## config.mk

```make
export PLATFORM = sky130hd
export DESIGN_NAME = mmss_updown_timer
export DESIGN_NICKNAME = d
export VERILOG_FILES = /design/src/rtl/mmss_pkg.sv /design/src/rtl/mmss_preset_clamp.sv /design/src/rtl/mmss_digit_stage.sv /design/src/rtl/mmss_zero_detect.sv /design/src/rtl/mmss_updown_timer.sv
export SDC_FILE = /design/constraint.sdc
export NUM_CORES = 1
export LEC_CHECK = 0
export BUFFER_PORTS_ARGS = -buffer_cell sky130_fd_sc_hd__buf_2
export CAP_MARGIN = 20
export CORE_MARGIN = 1.5
export CORE_UTILIZATION = 50
export CTS_BUF_LIST = sky130_fd_sc_hd__clkbuf_16
export DETAILED_ROUTE_END_ITERATION = 7
export MAX_ROUTING_LAYER = met4
export PLACE_DENSITY = 0.75
export SLEW_MARGIN = 5
export SYNTH_ARGS = -nofsm -noshare
export SYNTH_HDL_FRONTEND = slang
export SYNTH_SLANG_ARGS = --single-unit
```

## constraint.sdc

```tcl
create_clock -name clk -period 2.52 [get_ports clk]
set_input_delay 0.126 -clock clk [delete_from_list [all_inputs] [get_ports clk]]
set_output_delay 0.126 -clock clk [all_outputs]
set_load 0.01 [all_outputs]
```

## src/rtl/mmss_pkg.sv

```systemverilog
package mmss_pkg;
   localparam int unsigned BCD_W     = 4;
   localparam int unsigned UNITS_TOP = 9;
   localparam int unsigned TENS_TOP  = 5;

   typedef logic [BCD_W-1:0] bcd_t;

   // Even positions are units digits, odd positions are tens digits.
   function automatic int unsigned digit_top(input int unsigned pos);
      return (pos % 2 == 1) ? TENS_TOP : UNITS_TOP;
   endfunction
endpackage

```

## src/rtl/mmss_preset_clamp.sv

```systemverilog
module mmss_preset_clamp #(
   parameter int unsigned W   = 4,
   parameter int unsigned TOP = 9
) (
   input  logic [W-1:0] raw,
   output logic [W-1:0] legal
);
   localparam logic [W-1:0] TOP_V = W'(TOP);

   always_comb begin
      legal = (raw > TOP_V) ? TOP_V : raw;
   end
endmodule

```

## src/rtl/mmss_digit_stage.sv

```systemverilog
module mmss_digit_stage #(
   parameter int unsigned W   = 4,
   parameter int unsigned TOP = 9
) (
   input  logic         clk,
   input  logic         rst_n,
   input  logic         clr,
   input  logic         load,
   input  logic [W-1:0] load_val,
   input  logic         step,
   input  logic         up,
   output logic [W-1:0] q,
   output logic         at_edge
);
   localparam logic [W-1:0] TOP_V = W'(TOP);
   localparam logic [W-1:0] ONE_V = W'(1);

   logic [W-1:0] stepped;

   // The next stage steps only when this one sits at the edge it leaves from.
   always_comb begin
      at_edge = up ? (q == TOP_V) : (q == '0);
      if (up) stepped = (q == TOP_V) ? '0 : q + ONE_V;
      else    stepped = (q == '0) ? TOP_V : q - ONE_V;
   end

   always_ff @(posedge clk or negedge rst_n) begin
      if (!rst_n)     q <= '0;
      else if (clr)   q <= '0;
      else if (load)  q <= load_val;
      else if (step)  q <= stepped;
   end
endmodule

```

## src/rtl/mmss_zero_detect.sv

```systemverilog
module mmss_zero_detect #(
   parameter int unsigned W = 16
) (
   input  logic [W-1:0] vec,
   output logic         all_zero
);
   always_comb all_zero = ~|vec;
endmodule

```

## src/rtl/mmss_updown_timer.sv

```systemverilog
module mmss_updown_timer #(
   parameter int unsigned NUM_DIGITS = 4,
   parameter int unsigned DIGIT_W    = mmss_pkg::BCD_W
) (
   input  logic                          clk,
   input  logic                          rst_n,
   input  logic                          tick,
   input  logic                          count_up,
   input  logic                          clr,
   input  logic                          load_n,
   input  logic [NUM_DIGITS*DIGIT_W-1:0] preset_bcd,
   output logic [NUM_DIGITS*DIGIT_W-1:0] digits_out,
   output logic                          tone
);
   localparam int unsigned TOTAL_W = NUM_DIGITS * DIGIT_W;

   if (NUM_DIGITS < 2 || NUM_DIGITS % 2 != 0) begin : g_bad_digits
      $error("NUM_DIGITS must be an even number of at least 2");
   end
   if (DIGIT_W < 4) begin : g_bad_width
      $error("DIGIT_W must hold a decimal digit");
   end

   logic                  at_zero;
   logic                  load;
   logic [NUM_DIGITS-1:0] step;
   logic [NUM_DIGITS-1:0] edge_hit;

   assign load = ~load_n;

   // Down counting rests at the all-zero value.
   assign step[0] = tick & (count_up | ~at_zero);

   for (genvar g = 0; g < NUM_DIGITS; g++) begin : g_digit
      localparam int unsigned TOP = mmss_pkg::digit_top(g);
      logic [DIGIT_W-1:0] legal_val;

      if (g > 0) begin : g_chain
         assign step[g] = step[g-1] & edge_hit[g-1];
      end

      mmss_preset_clamp #(.W(DIGIT_W), .TOP(TOP)) u_clamp (
         .raw   (preset_bcd[g*DIGIT_W +: DIGIT_W]),
         .legal (legal_val)
      );

      mmss_digit_stage #(.W(DIGIT_W), .TOP(TOP)) u_stage (
         .clk      (clk),
         .rst_n    (rst_n),
         .clr      (clr),
         .load     (load),
         .load_val (legal_val),
         .step     (step[g]),
         .up       (count_up),
         .q        (digits_out[g*DIGIT_W +: DIGIT_W]),
         .at_edge  (edge_hit[g])
      );
   end

   mmss_zero_detect #(.W(TOTAL_W)) u_zero (
      .vec      (digits_out),
      .all_zero (at_zero)
   );

   assign tone = at_zero;
endmodule

```

# --- Word level (Yosys, flattened, before mapping) ---
# Cells that the tools add are included.
word_totals:
  input_bits: 22
  out_inout_bits: 17
  reg_bits: 16
classes:
  n_reduce_logical: 6
  addsub: 8
  bitwise: 5
  eq_ne: 8
  n_mux: 31
  order_cmp: 4
ops:
  columns: ["operator", "count"]
  rows:
  - ["two-way mux 4 bit", 28]
  - ["adder 4 x 1 -> 4 bit (second input constant)", 4]
  - ["logical NOT 4 bit", 4]
  - ["OR reduction 16 bit", 1]
  - ["subtractor 4 x 1 -> 4 bit (second input constant)", 4]
  - ["inequality test 3 x 2 -> 1 bit (second input constant)", 4]
  - ["== test 4 x 3 -> 1 bit (second input constant)", 2]
  - ["== test 4 bit (second input constant)", 2]
  - ["greater-than comparator 4 x 3 -> 1 bit (second input constant)", 2]
  - ["greater-than comparator 4 bit (second input constant)", 2]
  - ["AND 1 bit", 4]
  - ["two-way mux 1 bit", 3]
  - ["logical NOT 1 bit", 1]
  - ["OR 1 bit", 1]

# --- Longest topological paths before layout ---
# Gate-level depths: netlist (run 1).
depth:
  ltp_word: 9
  mapped_depth: 7

# --- By module ---
# From an unflattened synthesis (run 1), not the netlist that was laid out.
hier_totals:
  cells_unflattened: 235
  hier_area_um2: 1903.1
modules_own_cells:
  columns: ["module", "instances", "cells_each", "area_per_inst_um2"]
  rows:
  - ["mmss_digit_stage (g_digit[1].u_stage ...)", 2, 51, 431.7]
  - ["mmss_digit_stage (g_digit[0].u_stage ...)", 2, 50, 412.9]
  - ["mmss_preset_clamp (g_digit[1].u_clamp ...)", 2, 5, 33.8]
  - ["mmss_updown_timer", 1, 8, 57.6]
  - ["mmss_preset_clamp (g_digit[0].u_clamp ...)", 2, 5, 27.5]
  - ["mmss_zero_detect", 1, 5, 33.8]

# --- Least setup slack after synthesis (run 1) ---
# No wires, ideal clock.
synth_timing:
  path_kind: "reg2reg"
  start: "register g_digit[0].u_stage.q[0]"
  end: "register g_digit[3].u_stage.q[3]"
  setup_slack_ns: 0.214
  synth_period_minus_slack_ns: 2.306
  arrival_time_ns: 2.202
  path_buffers: 0
  path_stages_with_launch: 8
  t_required_ns: 2.416
  path_cell_list: "dfrtp_1 > inv_1 > ha_1 > or3b_2 > a21oi_1 > nand2_1 > or4_1 > o311ai_1"
synth_via:
  elab_chain_cells: 7
synth_lines:
  columns: ["item", "line_no", "source"]
  rows:
  - ["start, declared", "mmss_digit_stage.sv:12", "output logic [W-1:0] q,"]
  - ["start signal, assigned", "mmss_digit_stage.sv:30", "else if (load) q <= load_val;"]
  - ["start signal, assigned", "mmss_digit_stage.sv:31", "else if (step) q <= stepped;"]
  - ["OR reduction 16 bit", "mmss_zero_detect.sv:7", "always_comb all_zero = ~|vec;"]
  - ["OR 1 bit", "mmss_updown_timer.sv:32", "assign step[0] = tick & (count_up | ~at_zero);"]
  - ["AND 1 bit", "mmss_updown_timer.sv:32", null]
  - ["AND 1 bit (*) (3 in series)", "mmss_updown_timer.sv:39", "assign step[g] = step[g-1] & edge_hit[g-1];"]
  - ["inequality test 3 x 2 -> 1 bit (no source line) (*)", null, null]
  - ["end signal, assigned", "mmss_digit_stage.sv:30", null]
  - ["end signal, assigned", "mmss_digit_stage.sv:31", null]
  - ["end, declared", "mmss_digit_stage.sv:12", null]
# Mark *: on every way between the ends. The rest lies on a longest branch, timed or not.
# A chain may end at the register's enable or synchronous reset.

# --- Worst setup path after layout (run 1) ---
layout_timing:
  start: "register g_digit[1].u_stage.q[0]"
  end: "register g_digit[3].u_stage.q[3]"
layout_via:
  elab_chain_cells: 7
layout_lines:
  columns: ["item", "line_no"]
  rows:
  - ["start, declared", "mmss_digit_stage.sv:12"]
  - ["start signal, assigned", "mmss_digit_stage.sv:30"]
  - ["start signal, assigned", "mmss_digit_stage.sv:31"]
  - ["OR reduction 16 bit", "mmss_zero_detect.sv:7"]
  - ["OR 1 bit", "mmss_updown_timer.sv:32"]
  - ["AND 1 bit", "mmss_updown_timer.sv:32"]
  - ["AND 1 bit", "mmss_updown_timer.sv:39"]
  - ["AND 1 bit (*) (2 in series)", "mmss_updown_timer.sv:39"]
  - ["inequality test 3 x 2 -> 1 bit (no source line) (*)", null]
# Marked as above.

==> impl_metrics.ini, run 1 <==
[synth]
synth_simple_gate_area_frac = 0.265
synthMuxAreaShare = 0.0246
synth_xor_area_frac = 0.0209
synth_warnings = 0
synthesis.instances = 209
yosys.area_share.adder = 0.0969
syn-cell-area_sq_mm = 0.00168
synthArstFlopShare = 1.00
syn-num-nets = 244
synth_compound_area_frac = 0.286
synth_top_family_by_area = compound AO/OA/AOI/OAI gates
yosysSeqAreaShare = 0.239
syn_area_per_cell_sq_um = 8.03
ys_ff_latch = 16
synth.distinct_cells = 52
synthFlopType = dfrtp_1
synth_edf_count = 0

[layout]
area_delta_synth_final_pct = 23.0
fillerInstances = 297
fin_nets = 287
drive_gt1_frac = 0.260
register_area_sq_um = 400
top_register = g_digit.u_stage.q
multiInputGateArea_sq_mm = 0.00119
antenna-diode-count = 0
reg.largest.list = g_digit.u_stage.q: 16 flops
final_common_cell = buf_2
largest_reg_flops = 16
final_cell_mix = buf_2 (38), dfrtp_1 (16), inv_1 (14), nor2_1 (14)

[global_routing]
grt_overflow = 0
grt_first_pass_wirelength_microns = 7090
antenna_found_initial = 0
grt_pass1_vias = 1529
grt_usage = 0.260
grt_max_degree = 30

[floorplanning]
row_count = 20
ios = 39
die_h_microns = 60.9
dieArea_sq_mm = 0.00371
die_x_microns = 60.9
initial_core_util = 0.536
coreArea_sq_mm = 0.00313

[pwr]
p_leak_nw = 0.922
power_mw = 0.940
ir_drop_v = 0.000272
pwr_density_cell_mw_per_mm2 = 455

[timing]
fin_tns_setup_ns = 0
relSlewSlack = 0.672
fin_crit_ns = 2.36
drv_slew = 0
hold_violations = 0
finClkSkew_ns = 0.000945
finalSetupViolCount = 0
rsz0062_at_grt = no
timing.fmax_ghz = 0.425
fin_crit_sh = 0.935
tightest_slew_ns = 0.492

[critical_path]
cp-end-kind = flip-flop
path_max_fanout = 6
start_kind = flip-flop
arrival_ns = 2.50
worstPathRequired_ns = 2.66
crit_type = flip-flop to flip-flop

[status]
status = finished clean

[run]
drv_cap = 0

[cts]
post-cts-setup-buffers = 0
cts_made_buffers = 3
clk_latency_ns = 0.24
clock_sinks = 16
cts_tree = yes
clockBufferDepth = 2
htree_levels = 1
root_buffer = clkbuf_16
path_clk_slew_ns = 0.05

[place]
hpwl_microns = 3130
place_congestion = 0.902
portBuffers = 38

[min_path]
hold_path.class = input pin to flip-flop

[detailed_routing]
via_count = 1760
drt.antenna.violating_nets = 0
drt_iter0_markers = 73
drt-total-wl_microns = 4390
drc = 0
drt_first_pass_iters = 4
wl_per_cell_microns = 14.9
via_per_inst = 5.99
-- stage by stage --
| step | utilization | setup WS, ns | hold WS [ns] | std cells | instance area, sq um |
|---|---|---|---|---|---|
| final | 0.660 | 0.165 | 0.147 | 294 | 2060 |
| after global routing | 0.660 | 0.0203 | 0.162 | 294 | 2060 |
| after CTS | 0.652 | 0.108 | 0.147 | 294 | 2040 |
| after detailed placement | 0.624 | 0.111 | 0.0789 | 290 | 1950 |
| after global placement | 0.624 | 0.206 | 0.0781 | 290 | 1950 |
| after floorplan | - | 0.214 | -0.170 | 209 | 1680 |
-- worst max-delay path: stages, from the launching register on --
cell and delay [ns]:
dfrtp_1 0.43, inv_1 0.15, ha_4 0.18, or4b_4 0.49, a221oi_4 0.32, nor2_1 0.10
or4_1 0.51, o311ai_1 0.08
-- area by class of cell --
cell class                      instances  share of cell area
Clock buffer                            3              0.0364
Timing Repair Buffer                   51               0.141
Sequential cell                        16               0.194
Multi-Input combinational cell        166               0.577
Tap cell                               44              0.0267
Inverter                               14              0.0255
-- per-layer routing --
metal / routed length (microns) / global-route usage / vias to the layer above
met4: 31 / 0.0807 / 0
met3: 230 / 0.0299 / 4
li1: - / - / 869
met1: 2030 / 0.369 / 822
met5: 0 / - / -
met2: 2090 / 0.389 / 65
-- what timing repair did --
item                                    4_1_cts  5_1_grt
endpoints found under the setup margin        0        3
hold buffers                                  1        0
gates resized for setup                       0        4
endpoints found under the hold margin        16        0
-- kinds of logic after synthesis --
kind of cell               Yosys count
xor gates and xnor gates             4
and+or+nand+nor                     79
AOI/OAI and AO/OA                   66
buffers and inverters               27
muxes                                4
adders and majority gates           13
DFF                                 16
-- power breakdown --
part	total [mW]	switching, mW	internal, mW	leakage (nW)
Combinational	0.327	0.177	0.150	0.674
Clock	0.309	0.101	0.209	0.0370
Sequential	0.304	0.0283	0.275	0.211
-- final timing paths --
kind                                              start  slack [ns]                 endpoint  cells after the start
worst max-delay path            g_digit[1].u_stage.q[0]        0.16  g_digit[3].u_stage.q[3]                      7
worst min register to register  g_digit[3].u_stage.q[3]        0.59  g_digit[3].u_stage.q[3]                      2
min in group asynchronous                         rst_n        0.34  g_digit[3].u_stage.q[1]                      2
worst min-delay path                      preset_bcd[9]        0.15  g_digit[2].u_stage.q[1]                      2
worst max register to register  g_digit[1].u_stage.q[0]        0.16  g_digit[3].u_stage.q[3]                      7
max in group asynchronous                         rst_n        1.90  g_digit[2].u_stage.q[0]                      2
-- synth_stat cells, types with 6 or more instances --
| master | n | area (sq um) |
|---|---|---|
| nand3_1 | 8 | 40.0 |
| clkbuf_1 | 11 | 41.3 |
| o21ai_0 | 6 | 30.0 |
| a21oi_1 | 13 | 65.1 |
| nor2_1 | 14 | 52.6 |
| a211oi_1 | 10 | 75.1 |
| nor3_1 | 9 | 45.0 |
| nand2_1 | 14 | 52.6 |
| nor2b_1 | 6 | 37.5 |
| inv_1 | 14 | 52.6 |
| dfrtp_1 | 16 | 400 |
| ha_1 | 13 | 163 |
(Power assumes the default switching activity.)
==> run 2, diff against run 1 <==
--- a/config.mk
+++ b/config.mk
@@ -15,3 +15,2 @@
 export PLACE_DENSITY = 0.75
-export SLEW_MARGIN = 5
 export SYNTH_ARGS = -nofsm -noshare
==> constraint.sdc (replaced) <==
create_clock -name clk -period 2.52 [get_ports clk]
set_input_delay 0.504 -clock clk [delete_from_list [all_inputs] [get_ports clk]]
set_output_delay 0.504 -clock clk [all_outputs]
set_load 0.01 [all_outputs]
==> run 2 against run 1 <==
Register-to-register slack improved by 0.02 ns. Clock power increased by 4%. Core utilization increased by 0.28 points. Die area unchanged. Wire length decreased by 2.6%. Worst setup slack improved by 0.015 ns. Fmax increased by 0.65%. Highest routed layer unchanged. Cell area increased by 0.42%. Cell count increased by 0.68%. Global-route usage increased by 0.38 points. Flip-flop and latch count unchanged.
==> impl_metrics.ini, run 2 (same netlist as run 1, synthesis figures left out) <==
[pwr]
intPower_mw = 0.638
sequentialPowerShare = 0.318
pwr_density_cell_mw_per_mm2 = 459
ir_drop_v = 0.000290
p_leak_nw = 0.927
sw_frac_of_total = 0.329
switching_power_mw = 0.313
pwr-share-clk = 0.337
p_comb_frac = 0.345

[floorplanning]
dieArea_sq_mm = 0.00371
ios = 39
initial_core_util = 0.536
coreArea_sq_mm = 0.00313
die_h_microns = 60.9
row_count = 20
die_x_microns = 60.9

[layout]
area_delta_synth_final_pct = 23.6
antenna-diode-count = 0
largest_reg_flops = 16
reg.largest.list = g_digit.u_stage.q: 16 flops
fin_nets = 288
stdcell_area_sq_mm = 0.00207
final_common_cell = buf_2
drive_gt1_frac = 0.270
top_register = g_digit.u_stage.q

[place]
hpwl_microns = 3190
portBuffers = 38
place_congestion = 0.877
post_dp_cell_area_sq_mm = 0.00197

[timing]
fin_tns_setup_ns = 0
drv_slew = 0
fin_crit_sh = 0.929
relSlewSlack = 0.728
rsz0062_at_grt = no
fin_crit_ns = 2.34
tightest_slew_ns = 0.407
timing.fmax_ghz = 0.427
finClkSkew_ns = 0.00290
finalSetupViolCount = 0
holdWs_ns = 0.177
hold_violations = 0

[detailed_routing]
via_count = 1741
wl_met1_microns = 2070
drt.antenna.violating_nets = 0
drt_first_pass_iters = 4
via_per_inst = 5.88
drt-total-wl_microns = 4280
drc = 0
wl_met3_microns = 181
drt_iter0_markers = 123
highest_layer = met4
dr_wl_met2_microns = 1970
wl_per_cell_microns = 14.4

[global_routing]
grt_overflow = 0
grt_pass1_vias = 1544
grt_first_pass_wirelength_microns = 7160
grt_max_degree = 17
grt_usage = 0.264
antenna_found_initial = 0

[run]
drv_cap = 0

[critical_path]
start_kind = flip-flop
reg2reg_depth = 7
arrival_ns = 2.48
path_max_fanout = 6
crit_type = flip-flop to flip-flop
worstPathRequired_ns = 2.66
cp-end-kind = flip-flop

[cts]
clockBufferDepth = 2
clk_latency_ns = 0.25
path_clk_slew_ns = 0.05
cts_tree = yes
cts_made_buffers = 3
root_buffer = clkbuf_16
htree_levels = 1
ctsHoldBuffers = 0
clock_sinks = 16

[status]
status = finished clean

[min_path]
hold_path.class = input pin to async pin
==> run 2: path summary, 6_finish.rpt <==
| kind | startpoint | endpoint | slack (ns) |
|---|---|---|---|
| worst max-delay path | g_digit[1].u_stage.q[0] | g_digit[3].u_stage.q[3] | 0.18 |
| worst min-delay path | rst_n | g_digit[3].u_stage.q[0] | 0.18 |
| worst max register to register | g_digit[1].u_stage.q[0] | g_digit[3].u_stage.q[3] | 0.18 |
| worst min register to register | g_digit[3].u_stage.q[3] | g_digit[3].u_stage.q[3] | 0.60 |
| max in group asynchronous | rst_n | g_digit[1].u_stage.q[0] | 2.03 |
| min in group clk | preset_bcd[9] | g_digit[2].u_stage.q[1] | 0.52 |
==> run 2: through the flow <==
stage	cells	utilization	setup slack, ns	power [mW]
floorplan	209	-	0.214	0.513
global route	296	0.663	0.0550	1.01
CTS	296	0.654	0.0960	0.947
global placement	292	0.629	0.216	0.621
detailed placement	292	0.629	0.117	0.624
finish	296	0.663	0.180	0.951
==> run 2: power by group through the flow <==
stage / clock [mW] / combinational [mW] / sequential [mW]
2_1_floorplan: 0 / 0.203 / 0.310
3_3_place_gp: 0 / 0.316 / 0.305
3_5_place_dp: 0 / 0.318 / 0.306
4_1_cts: 0.325 / 0.321 / 0.301
5_1_grt: 0.336 / 0.363 / 0.306
6_report: 0.320 / 0.328 / 0.303
==> run 2: worst max-delay path, cell delays in order, from the launching register on <==
cell      delay (ns)
dfrtp_2         0.44
inv_1           0.13
ha_4            0.17
or4b_4          0.49
a221oi_4        0.30
nor2_1          0.09
or4_1           0.50
o311ai_1        0.09
==> run 2: area by class of cell <==
type | instances | area [sq um]
inverter | 14 | 52.6
multi-input combinational | 166 | 1190
tap | 44 | 55.1
clock buffer | 3 | 75.1
sequential | 16 | 403
timing repair buffer | 52 | 295
fill | 286 | 1050
clock inverter | 1 | 3.75
==> run 2: what timing repair did <==
item | CTS | global route
gates resized for setup | 0 | 5
setup buffers | 0 | 0
setup endpoints to repair | 0 | 2
==> run 2: layer usage <==
metal,vias to the layer above,global-route usage
met2,55,0.401
li1,873,-
met1,808,0.377
met4,0,0.0870
met3,5,0.0128
met5,-,-
==> run 3, diff against run 2 <==
CORE_UTILIZATION = 54   (was 50)
PLACE_DENSITY = 0.8   (was 0.75)
==> run 3 against run 2 <==
Worst hold slack improved by 0.0077 ns. Wire length increased by 4.2%. Cell area decreased by 0.72%. Sequential share of layout area about the same. Register-to-register slack got worse by 0.03 ns. Flip-flop and latch count unchanged. First-iteration DRC count decreased by 33%. Largest power group unchanged. Combinational power about the same. Core utilization increased by 2.3 points. Global-route usage increased by 1.5 points. Die area decreased by 7.1%.
==> impl_metrics.ini, run 3 (same netlist as run 1, synthesis figures left out) <==
[floorplanning]
die_x_microns = 58.7
die_h_microns = 58.7
initial_core_util = 0.559
coreArea_sq_mm = 0.00300
ios = 39
row_count = 20
dieArea_sq_mm = 0.00345

[critical_path]
crit_type = flip-flop to flip-flop
worstPathRequired_ns = 2.67
start_kind = flip-flop
cp-end-kind = flip-flop
reg2reg_depth = 7
path_max_fanout = 6
arrival_ns = 2.52

[layout]
largest_reg_flops = 16
reg.largest.list = g_digit.u_stage.q: 16 flops
final_cell_mix = buf_2 (38), buf_4 (17), dfrtp_1 (16)
top_register = g_digit.u_stage.q
final_cells = 288
antenna-diode-count = 0
area_delta_synth_final_pct = 22.7
fin_util = 0.685
drive_gt1_frac = 0.271
final_common_cell = buf_2
fin_nets = 291

[cts]
clockBufferDepth = 2
clk_latency_ns = 0.25
cts_tree = yes
htree_levels = 1
cts_made_buffers = 3
clock_sinks = 16
path_clk_slew_ns = 0.05
root_buffer = clkbuf_16

[detailed_routing]
drt_iter0_markers = 83
drc = 0
drt-total-wl_microns = 4460
via_count = 1818
wl_per_cell_microns = 15.5
drt_first_pass_iters = 4
via_per_inst = 6.31
drt.antenna.violating_nets = 0

[global_routing]
busiest_layer = met2
use_met1 = 0.381
antenna_found_initial = 0
grt_overflow = 0
grt_max_degree = 30
gr-usage-met3 = 0.0286
grt_usage = 0.279
met2_usage = 0.419
grt_first_pass_wirelength_microns = 7200
grt_pass1_vias = 1582

[timing]
hold_violations = 0
rsz0062_at_grt = no
drv_slew = 0
finalSetupViolCount = 0
tightest_slew_ns = 0.491
fin_tns_setup_ns = 0
fin_crit_sh = 0.942
fin_crit_ns = 2.37
holdWs_ns = 0.185
relSlewSlack = 0.672
finClkSkew_ns = 0.00449
timing.fmax_ghz = 0.421

[pwr]
p_leak_nw = 0.920
ir_drop_v = 0.000250
pwr_density_cell_mw_per_mm2 = 462

[place]
portBuffers = 38
post-place-cells = 283
place_congestion = 0.885
hpwl_microns = 3190

[status]
status = finished clean

[run]
drv_cap = 0

[min_path]
hold_path.class = input pin to async pin
-- run 3: cell types whose count changed in the layout (fill, tap and decap cells not counted), sizes merged --
cell,delta
buf,+3
-- run 3: what timing repair did --
item,CTS,global route
endpoints found under the hold margin,0,0
gates resized for setup,0,1
setup buffers,0,1
hold buffers,0,0
endpoints found under the setup margin,0,2
-- run 3: final cells by class --
type	count	area (sq um)
multi-input cells	166	1170
fillers	289	945
clock inverters	1	3.75
clock buffers	3	75.1
repair buffers	55	318
well taps	33	41.3
inverters	14	52.6
flip-flops and latches	16	400
-- run 3: layer usage --
| metal | routed length (microns) | vias up |
|---|---|---|
| li1 | - | 884 |
| met1 | 2050 | 865 |
| met2 | 2080 | 62 |
| met3 | 275 | 7 |
| met4 | 59 | 0 |
| met5 | 0 | - |
-- run 3: worst max-delay path, stage by stage (launching register included) --
cell	delay, ns
dfrtp_1	0.43
inv_1	0.10
ha_2	0.22
or4b_4	0.49
a221oi_2	0.31
nor2_1	0.11
or4_1	0.53
o311ai_1	0.09
-- run 3: final timing paths --
path | slack (ns) | startpoint | end
setup / recovery | 0.15 | g_digit[1].u_stage.q[1] | g_digit[3].u_stage.q[3]
hold / removal | 0.18 | rst_n | g_digit[1].u_stage.q[1]
max in group asynchronous | 2.04 | rst_n | g_digit[3].u_stage.q[2]
hold reg to reg | 0.60 | g_digit[3].u_stage.q[3] | g_digit[3].u_stage.q[3]
min in group clk | 0.51 | preset_bcd[9] | g_digit[2].u_stage.q[1]
setup reg to reg | 0.15 | g_digit[1].u_stage.q[1] | g_digit[3].u_stage.q[3]
-- run 3: metrics by stage --
stage	setup slack [ns]	cell area (sq um)	power (mW)
detailed placement	0.137	1970	0.626
global placement	0.207	1970	0.621
floorplan	0.214	1680	0.513
CTS	0.0932	2050	0.952
finish	0.146	2060	0.950
global route	0.00963	2060	1.00
-- run 3: power breakdown --
| group | internal (mW) | switching, mW |
|---|---|---|
| sequential | 0.275 | 0.0253 |
| clock | 0.211 | 0.109 |
| combinational | 0.151 | 0.179 |
| total | 0.637 | 0.313 |
